--- src/rtl/iw_pkg.sv ---
package iw_pkg;
    localparam int BYTE_W = 8;
    localparam int ADDR_W = BYTE_W - 1;
    localparam int CNT_W  = $clog2(BYTE_W + 2);

    typedef enum logic [2:0] {
        ST_IDLE,
        ST_ADDR,
        ST_ADDR_ACK,
        ST_RX,
        ST_RX_ACK,
        ST_TX,
        ST_TX_ACK,
        ST_HOLD
    } iw_state_e;

    typedef enum logic [1:0] {
        CZ_NONE = 2'd0,
        CZ_ADDR = 2'd1,
        CZ_DATA = 2'd2,
        CZ_STOP = 2'd3
    } iw_cause_e;
endpackage

--- src/rtl/iw_bus_events.sv ---
module iw_bus_events #(
    parameter int STAGES = 2
) (
    input  logic clk,
    input  logic rst_n,
    input  logic scl_in,
    input  logic sda_in,
    output logic sda_lvl,
    output logic scl_rise,
    output logic scl_fall,
    output logic ev_start,
    output logic ev_stop
);
    logic [1:0] raw;
    logic [1:0] cur;
    logic [1:0] prv;

    assign raw = {sda_in, scl_in};

    for (genvar i = 0; i < 2; i++) begin : g_line
        logic [STAGES:0] sr;
        always_ff @(posedge clk or negedge rst_n) begin
            if (!rst_n) sr <= '1;
            else        sr <= {sr[STAGES-1:0], raw[i]};
        end
        assign cur[i] = sr[STAGES-1];
        assign prv[i] = sr[STAGES];
    end

    assign sda_lvl  = cur[1];
    assign scl_rise = cur[0] & ~prv[0];
    assign scl_fall = ~cur[0] & prv[0];
    assign ev_start = cur[0] & prv[0] & prv[1] & ~cur[1];
    assign ev_stop  = cur[0] & prv[0] & ~prv[1] & cur[1];
endmodule

--- src/rtl/iw_shifter.sv ---
module iw_shifter
    import iw_pkg::*;
(
    input  logic              clk,
    input  logic              rst_n,
    input  logic              clr,
    input  logic              rise,
    input  logic              fall,
    input  logic              sda,
    input  logic              load,
    input  logic [BYTE_W-1:0] ldata,
    output logic [BYTE_W-1:0] sh,
    output logic [CNT_W-1:0]  rcnt
);
    localparam logic [CNT_W-1:0] LAST = CNT_W'(BYTE_W + 1);
    localparam logic [CNT_W-1:0] DATA = CNT_W'(BYTE_W);

    always_ff @(posedge clk or negedge rst_n) begin
        if (!rst_n)                    rcnt <= '0;
        else if (clr)                  rcnt <= '0;
        else if (fall && rcnt == LAST) rcnt <= '0;
        else if (rise && rcnt != LAST) rcnt <= rcnt + 1'b1;
    end

    always_ff @(posedge clk or negedge rst_n) begin
        if (!rst_n)                    sh <= '0;
        else if (load)                 sh <= ldata;
        else if (rise && rcnt < DATA)  sh <= {sh[BYTE_W-2:0], sda};
    end
endmodule

--- src/rtl/i2c_tgt_wait.sv ---
module i2c_tgt_wait
    import iw_pkg::*;
#(
    parameter int SYNC_STAGES = 2
) (
    input  logic       clk,
    input  logic       rst_n,
    input  logic       scl_in,
    input  logic       sda_in,
    output logic       scl_oe,
    output logic       sda_oe,
    input  logic [6:0] own_addr,
    input  logic       wait_late,
    input  logic       ack_en,
    input  logic       wait_rel,
    input  logic       shr_we,
    input  logic [7:0] shr_wdata,
    input  logic       start_rq,
    input  logic       stop_rq,
    output logic [7:0] shr_rdata,
    output logic       irq,
    output logic [1:0] irq_cause,
    output logic       ext_seen,
    output logic       dir_tx
);
    localparam logic [CNT_W-1:0] C8 = CNT_W'(BYTE_W);
    localparam logic [CNT_W-1:0] C9 = CNT_W'(BYTE_W + 1);

    logic              sda_lvl, scl_rise, scl_fall, ev_start, ev_stop;
    logic [BYTE_W-1:0] sh;
    logic [CNT_W-1:0]  rcnt;
    logic              relev, is_ext, addr_hit, rel_bit;

    iw_state_e st, st_n, resume_q, resume_n;
    iw_cause_e cause_q, cause_n;
    logic sda_n, irq_n;
    logic ackrel_q, ackrel_n, drvrel_q, drvrel_n;
    logic late_q, late_n, nack_q, nack_n, ext_q, ext_n, dir_q, dir_n;

    iw_bus_events #(.STAGES(SYNC_STAGES)) u_ev (
        .clk      (clk),
        .rst_n    (rst_n),
        .scl_in   (scl_in),
        .sda_in   (sda_in),
        .sda_lvl  (sda_lvl),
        .scl_rise (scl_rise),
        .scl_fall (scl_fall),
        .ev_start (ev_start),
        .ev_stop  (ev_stop)
    );

    iw_shifter u_sh (
        .clk   (clk),
        .rst_n (rst_n),
        .clr   (ev_start),
        .rise  (scl_rise),
        .fall  (scl_fall),
        .sda   (sda_lvl),
        .load  (shr_we),
        .ldata (shr_wdata),
        .sh    (sh),
        .rcnt  (rcnt)
    );

    assign relev    = wait_rel | shr_we | start_rq | stop_rq;
    assign is_ext   = (sh[7:4] == 4'b0000) || (sh[7:3] == 5'b11110);
    assign addr_hit = (sh[7:1] == own_addr);
    assign rel_bit  = shr_we ? shr_wdata[7] : sh[7];

    // next-state and next-output decision
    always_comb begin
        st_n     = st;
        resume_n = resume_q;
        cause_n  = cause_q;
        sda_n    = sda_oe;
        irq_n    = 1'b0;
        ackrel_n = ackrel_q;
        drvrel_n = drvrel_q;
        late_n   = late_q;
        nack_n   = nack_q;
        ext_n    = ext_q;
        dir_n    = dir_q;
        if (ev_stop) begin
            st_n    = ST_IDLE;
            sda_n   = 1'b0;
            irq_n   = 1'b1;
            cause_n = CZ_STOP;
        end else if (ev_start) begin
            st_n  = ST_ADDR;
            sda_n = 1'b0;
            ext_n = 1'b0;
        end else begin
            unique case (st)
                ST_IDLE: begin
                end
                ST_ADDR: begin
                    if (scl_fall && rcnt == C8) begin
                        if (is_ext) begin
                            ext_n    = 1'b1;
                            dir_n    = 1'b0;
                            irq_n    = 1'b1;
                            cause_n  = CZ_ADDR;
                            st_n     = ST_HOLD;
                            resume_n = ST_RX_ACK;
                            ackrel_n = 1'b1;
                            drvrel_n = 1'b0;
                            late_n   = 1'b0;
                        end else if (addr_hit) begin
                            sda_n = 1'b1;
                            dir_n = sh[0];
                            st_n  = ST_ADDR_ACK;
                        end else begin
                            st_n = ST_IDLE;
                        end
                    end
                end
                ST_ADDR_ACK: begin
                    if (scl_fall && rcnt == C9) begin
                        sda_n    = 1'b0;
                        irq_n    = 1'b1;
                        cause_n  = CZ_ADDR;
                        st_n     = ST_HOLD;
                        resume_n = dir_q ? ST_TX : ST_RX;
                        ackrel_n = 1'b0;
                        drvrel_n = dir_q;
                    end
                end
                ST_RX: begin
                    if (scl_fall && rcnt == C8) begin
                        late_n = wait_late;
                        if (!wait_late) begin
                            irq_n    = 1'b1;
                            cause_n  = CZ_DATA;
                            st_n     = ST_HOLD;
                            resume_n = ST_RX_ACK;
                            ackrel_n = 1'b1;
                            drvrel_n = 1'b0;
                        end else begin
                            sda_n = ack_en;
                            st_n  = ST_RX_ACK;
                        end
                    end
                end
                ST_RX_ACK: begin
                    if (scl_fall && rcnt == C9) begin
                        sda_n = 1'b0;
                        if (late_q) begin
                            irq_n    = 1'b1;
                            cause_n  = CZ_DATA;
                            st_n     = ST_HOLD;
                            resume_n = ST_RX;
                            ackrel_n = 1'b0;
                            drvrel_n = 1'b0;
                        end else begin
                            st_n = ST_RX;
                        end
                    end
                end
                ST_TX: begin
                    if (scl_fall) begin
                        if (rcnt == C8) begin
                            sda_n  = 1'b0;
                            late_n = wait_late;
                            if (!wait_late) begin
                                irq_n    = 1'b1;
                                cause_n  = CZ_DATA;
                                st_n     = ST_HOLD;
                                resume_n = ST_TX_ACK;
                                ackrel_n = 1'b0;
                                drvrel_n = 1'b0;
                            end else begin
                                st_n = ST_TX_ACK;
                            end
                        end else if (rcnt != '0) begin
                            sda_n = ~sh[7];
                        end
                    end
                end
                ST_TX_ACK: begin
                    if (scl_rise) begin
                        nack_n = sda_lvl;
                    end
                    if (scl_fall && rcnt == C9) begin
                        if (late_q) begin
                            irq_n    = 1'b1;
                            cause_n  = CZ_DATA;
                            st_n     = ST_HOLD;
                            resume_n = nack_q ? ST_IDLE : ST_TX;
                            ackrel_n = 1'b0;
                            drvrel_n = ~nack_q;
                        end else if (nack_q) begin
                            st_n = ST_IDLE;
                        end else begin
                            sda_n = ~sh[7];
                            st_n  = ST_TX;
                        end
                    end
                end
                ST_HOLD: begin
                    if (relev) begin
                        st_n = resume_q;
                        if (ackrel_q)      sda_n = ack_en;
                        else if (drvrel_q) sda_n = ~rel_bit;
                        else               sda_n = 1'b0;
                    end
                end
            endcase
        end
    end

    // state register
    always_ff @(posedge clk or negedge rst_n) begin
        if (!rst_n) st <= ST_IDLE;
        else        st <= st_n;
    end

    // output and context registers
    always_ff @(posedge clk or negedge rst_n) begin
        if (!rst_n) begin
            sda_oe   <= 1'b0;
            irq      <= 1'b0;
            cause_q  <= CZ_NONE;
            resume_q <= ST_IDLE;
            ackrel_q <= 1'b0;
            drvrel_q <= 1'b0;
            late_q   <= 1'b0;
            nack_q   <= 1'b0;
            ext_q    <= 1'b0;
            dir_q    <= 1'b0;
        end else begin
            sda_oe   <= sda_n;
            irq      <= irq_n;
            cause_q  <= cause_n;
            resume_q <= resume_n;
            ackrel_q <= ackrel_n;
            drvrel_q <= drvrel_n;
            late_q   <= late_n;
            nack_q   <= nack_n;
            ext_q    <= ext_n;
            dir_q    <= dir_n;
        end
    end

    assign scl_oe    = (st == ST_HOLD);
    assign irq_cause = cause_q;
    assign shr_rdata = sh;
    assign ext_seen  = ext_q;
    assign dir_tx    = dir_q;
endmodule

--- config.mk ---
export PLATFORM = sky130hd
export DESIGN_NAME = i2c_tgt_wait
export DESIGN_NICKNAME = d
export VERILOG_FILES = /design/src/rtl/iw_pkg.sv /design/src/rtl/iw_bus_events.sv /design/src/rtl/iw_shifter.sv /design/src/rtl/i2c_tgt_wait.sv
export SDC_FILE = /design/constraint.sdc
export NUM_CORES = 1
export LEC_CHECK = 0
export ABC_CLOCK_PERIOD_IN_PS = 2500
export CAP_MARGIN = 40
export CELL_PAD_IN_SITES_DETAIL_PLACEMENT = 0
export CELL_PAD_IN_SITES_GLOBAL_PLACEMENT = 2
export CORE_MARGIN = 3
export CORE_UTILIZATION = 25
export DETAILED_ROUTE_END_ITERATION = 16
export PLACE_DENSITY = 0.63
export SETUP_SLACK_MARGIN = 0.2
export SYNTH_ARGS = -nofsm -noshare
export SYNTH_HDL_FRONTEND = slang
export SYNTH_HIERARCHICAL = 1
export SYNTH_SLANG_ARGS = --single-unit
--- constraint.sdc ---
create_clock -name clk -period 2.5 [get_ports clk]
set_input_delay 0.625 -clock clk [delete_from_list [all_inputs] [get_ports clk]]
set_output_delay 0.625 -clock clk [all_outputs]
set_load 0.02 [all_outputs]
* After elaboration in Yosys (flattened, before gate mapping)
Index checks and enable logic that the tools add are counted.
** Word-level totals
- Register bits :: 34
- Input bits :: 25
- Output and inout port bits :: 15
- Word-level logic and storage cells :: 225
** Cells by class
- Add/subtract/negate cells :: 1
- Magnitude comparators :: 1
- Eq/ne operators :: 50
- Muxes and demuxes :: 108
- Bitwise operators :: 19
- Reductions and logical operators :: 31
** Operators by type and width (count)
- two-way mux 3 bit :: 27
- two-way mux 1 bit :: 55
- != test 4 bit (second input constant) :: 13
- AND reduction 13 bit :: 3
- two-way mux 2 bit :: 13
- != test 2 bit (second input constant) :: 12
- case mux 3 bit (7 select lines) :: 1
- != test 3 bit (second input constant) :: 6
- case mux 3 bit (6 select lines) :: 1
- two-way mux 8 bit :: 2
- AND reduction 15 bit :: 1
- == test 3 bit (second input constant) :: 4
- two-way mux 4 bit :: 3
- case mux 1 bit (6 select lines) :: 2
- nonzero test 6 bit :: 2
- case mux 1 bit (5 select lines) :: 2
- case mux 2 bit (5 select lines) :: 1
- AND reduction 10 bit :: 1
- nonzero test 2 bit :: 5
- NOT 1 bit :: 9
- AND reduction 9 bit :: 1
- nonzero test 9 bit :: 1
- == test 4 bit (second input constant) :: 2
- != test 4 x 1 -> 1 bit (second input constant) :: 2
- other kinds (23) :: 41

* Depth between registers and ports, before layout
- Word-level depth :: 8
- Mapped depth :: 7
- Mapped depth without buffers :: 6

* By module
The synthesis kept the hierarchy.
** By module, submodules not included
- i2c_tgt_wait :: times used 1, cells each 154, area each 1365.1 um2, seq. area each 400.4 um2
- iw_shifter :: times used 1, cells each 59, area each 606.8 um2, seq. area each 300.3 um2
- iw_bus_events :: times used 1, cells each 10, area each 190.2 um2, seq. area each 157.7 um2

* Worst setup path before layout
Ideal clock, no wire load.
- Kind :: reg2reg
- Start point :: register u_ev.g_line[0].sr[2]
- End point :: register resume_q[0]
- Setup time :: 0.125 ns
- Data arrival time :: 2.044 ns
- Required time :: 2.375 ns
- Slack :: 0.331 ns
- Stages on the path, launching flop included :: 7
- Path buffers :: 0
- Clock period less this slack :: 2.169 ns
- Path through :: dfstp_2 -> nor2b_1 -> nor4bb_1 -> a21oi_1 -> o41ai_2 -> nand2_2 -> mux2_4
** On the way
- Elaborated cells between the ends (all ways) :: 17
- Those cells by class :: eq/ne (6); bitwise (8); reduce/logical (3)
** RTL lines
- start, declared :: RTL line iw_bus_events.sv:21 : logic [STAGES:0] sr;
- start signal, assigned :: RTL line iw_bus_events.sv:24 : else sr <= {sr[STAGES-1:0], raw[i]};
- AND 1 bit * :: RTL line iw_bus_events.sv:32 : assign scl_fall = ~cur[0] & prv[0];
- named net scl_fall :: RTL line i2c_tgt_wait.sv:29 : logic sda_lvl, scl_rise, scl_fall, ev_start, ev_stop;
- logical AND 1 bit (on tied branches)
- != test 2 bit (no source line)
- AND reduction 15 bit (no source line) *
- end signal, assigned :: RTL line i2c_tgt_wait.sv:234 : resume_q <= resume_n;
- end, declared :: RTL line i2c_tgt_wait.sv:34 : iw_state_e st, st_n, resume_q, resume_n;
The timed path passes the listed nets; every way through them passes the cells marked *.
A chain may end at the register's enable or synchronous reset.

* Final worst setup path
- Start point :: register st[1]
- End point :: output scl_oe
** On the way
- Word-level cells in the longest chain between the ends :: 1
** Ends and longest elaborated chain
- start, declared :: RTL line i2c_tgt_wait.sv:34
- start signal, assigned :: RTL line i2c_tgt_wait.sv:214 : else st <= st_n;
- == test 3 bit :: RTL line i2c_tgt_wait.sv:244 : assign scl_oe = (st == ST_HOLD);
- end, declared :: RTL line i2c_tgt_wait.sv:10 : output logic scl_oe,
No other way between the ends.

==> run metrics <==
status completed; length of routed met2 wiring 2996 µm; multi-input logic area 1249 µm²; Post-layout nets 311; number of top-level pins 40; Die Footprint 9800 µm²; Post-DP HPWL 4770 µm; register area share after synthesis 39.70%; FF/Latch Area 860.8 µm²; FF-to-FF path depth 4; total core area 8299 µm²; Final setup viols 0; Setup crit start st[1]; synth top area cells dfrtp_1 (32%), dfstp_2 (7.3%), mux2i_1 (5.1%), nand2_1 (4.2%), o21ai_0 (3.9%); Iter 0 DRT Violations 103; Starting Density 26.05%; hold buffers post-CTS 0; layout cell share with drive strength beyond 1 21.75%; post-route clock period utilization 88.85%; Worst Path Max Fanout 23; Non-Filler Instances 390; Rows 33; GR Util All Layers 13.36%; dpl cells 380; Vias 1991; fin crit period 2.221 ns; Worst Max-Slew Pin Slew 0.7915 ns; critical path class register to output pin; clk sink count 34; Mapped Area 2162 µm²; Critical Path AT 1.60 ns; DR DRC count 0; met3 wire len 263 µm; number of detailed-route iterations in the first pass 6; clk_lat worst skew 0.29 ns; Worst Hold Class register to register; Die W 99.00 µm; Cell variety after synth 69; Primary FF master, synth dfrtp_1; DR top layer met4; vias in the first global route 2022; I/O Buffers 39; RSZ-0062 raised after global routing true; Clock Skew 0.009342 ns; wire per inst 16.56 µm; Warnings, synthesis 6; Leak 0.001224 µW; Syn Inst Count 223; number of synthesized flops with an enable pin 0; largest net degree at the start of global routing 35; Slew HR 47.24%; max frequency 0.4502 GHz; routed wire length 6460 µm; Max Cap Viol 0; first-pass GRT wire length 10490 µm; number of CTS-inserted buffers 5; post-synthesis sequential element count 34; Final Hold Viols 0; Critical Path Source Type register; Max Buffers Root-to-Sink 2; # fillers 871; Synth async-reset ratio 100.0%; CP required 1.88 ns; Synth Net Count 250; worst reg-to-reg setup slack 0.32 ns; antenna violations before repair 0; CTS tree done; Post-DRT Antenna Nets 0; dominant cell type by area after synthesis dfrtp_1; RD Place Congestion 0.8515; metal1 wirelength 3147 µm; vias per inst 5.105; CTS H-Tree Depth 2; Inserted Diodes 0; Worst setup EP type output pin; Root Driver clkbuf_8; worst r2r src u_sh/rcnt[1]; CP endpoint scl_oe; Area Growth Syn to Fin 35.24%; Power Density 588.3 nW/µm²; R2R Path End resume_q[1]; average cell area after synthesis 9.695 µm²; Final Max Slew Viols 0; Reg clk slew, reported paths 0.07 ns; total grt overflow 0; top-area cell type share of the netlist area 32.41%; Die Y 99.00 µm; setup TNS 0 ns; VDD IR max 240.9 µV
## Yosys cell counts (all sizes together) (2+ instances only)
cell and count:
dfrtp 28, nand2 26, o21ai 20, a21oi 12, nor2 12, mux2i 11
xor2 9, buf 8, dfstp 6, a211oi 5, inv 5, and4b 4
mux2 4, nand2b 4, nand4 4, nor2b 4, nor4 4, and2 3
nand3 3, nor3 3, or2 3, a2111oi 2, a22oi 2, a31oi 2
and3 2, ha 2, o221a 2, o22ai 2, or4b 2
## how the worst min path moves through the flow
stage / startpoint / endpoint / slack [ns] / cells past startpoint
floorplan: rst_n / ackrel_q / 0.33 / 0
finish: u_ev/g_line[0].sr[0] / u_ev/g_line[0].sr[1] / 0.36 / 0
detailed placement: u_ev/g_line[0].sr[0] / u_ev/g_line[0].sr[1] / 0.35 / 0
global placement: u_ev/g_line[1].sr[0] / u_ev/g_line[1].sr[1] / 0.35 / 0
global route: u_ev/g_line[1].sr[0] / u_ev/g_line[1].sr[1] / 0.36 / 0
CTS: u_ev/g_line[0].sr[0] / u_ev/g_line[0].sr[1] / 0.36 / 0
## layout make-up
class                      count  area share (%)
clock inverter                 1          0.1712
multi-input combinational    174           42.70
sequential                    34           29.44
tap                          105           4.493
timing repair buffer          63           19.47
clock buffer                   7           2.953
inverter                       6          0.7702
## critical path: stages (launching register included)
cell,delay [ns]
dfrtp_1,0.34
buf_6,0.20
and3_1,0.18
clkdlybuf4s50_1,0.60
## where the power goes
part	leakage [µW]	switching, µW	internal, µW
Sequential	0.000413	120	617
Combinational	0.000763	272	276
Clock	0.0000482	213	223
## per-layer routing
layer | global-route usage, % | vias up
li1 | - | 967
met1 | 18.75 | 966
met2 | 20.76 | 52
met3 | 2.548 | 6
met4 | 4.097 | 0
met5 | 0 | -
## state kept, by name, summed over array words and instances (netlist names), 2 cells and up
signal and flops:
u_sh/sh 8, u_sh/rcnt 4, irq_cause 2, st 3
u_ev/g_line.sr 6, resume_q 3
## cells by family after synthesis
group / synth area share [%]
simple gates: 22.34
compound gates: 21.12
flops: 39.70
mux: 7.523
xor+xnor: 4.051
fa+ha+maj: 1.157
buf+inv: 4.108
## per-stage QoR
step                      setup slack, ns  util [%]  power [µW]  hold WS (ns)  instance area (µm²)
after CTS                          0.2160     34.60        1713        0.3582                 2872
after global routing               0.1963     35.23        1831        0.3648                 2924
after detailed placement          0.03341     33.47        1269        0.3475                 2778
after global placement            0.01916     33.47        1275        0.3462                 2778
final                              0.2788     35.23        1720        0.3568                 2924
after floorplan                    0.3315         -        1033        0.3294                 2162
## repair_timing
action / in CTS / in global routing
resized for setup: 2 / 8
pin swaps: 0 / 3
setup endpoints to repair: 1 / 8
setup buffers: 0 / 2
## cell usage in the layout (no fill, tap or decap), drive strengths merged, types with 3 or more instances in the layout
master,n
clkdlybuf4s50,38
dfrtp,28
nand2,26
buf,25
o21ai,20
nor2,12
a21oi,12
mux2i,11
xor2,9
clkbuf,7
dfstp,6
inv,5
a211oi,5
and4b,4
nand4,4
nor2b,4
nand2b,4
nor4,4
mux2,4
or2,3
nand3,3
nor3,3
and2,3
No activity file was read; power rests on OpenSTA's default activity.
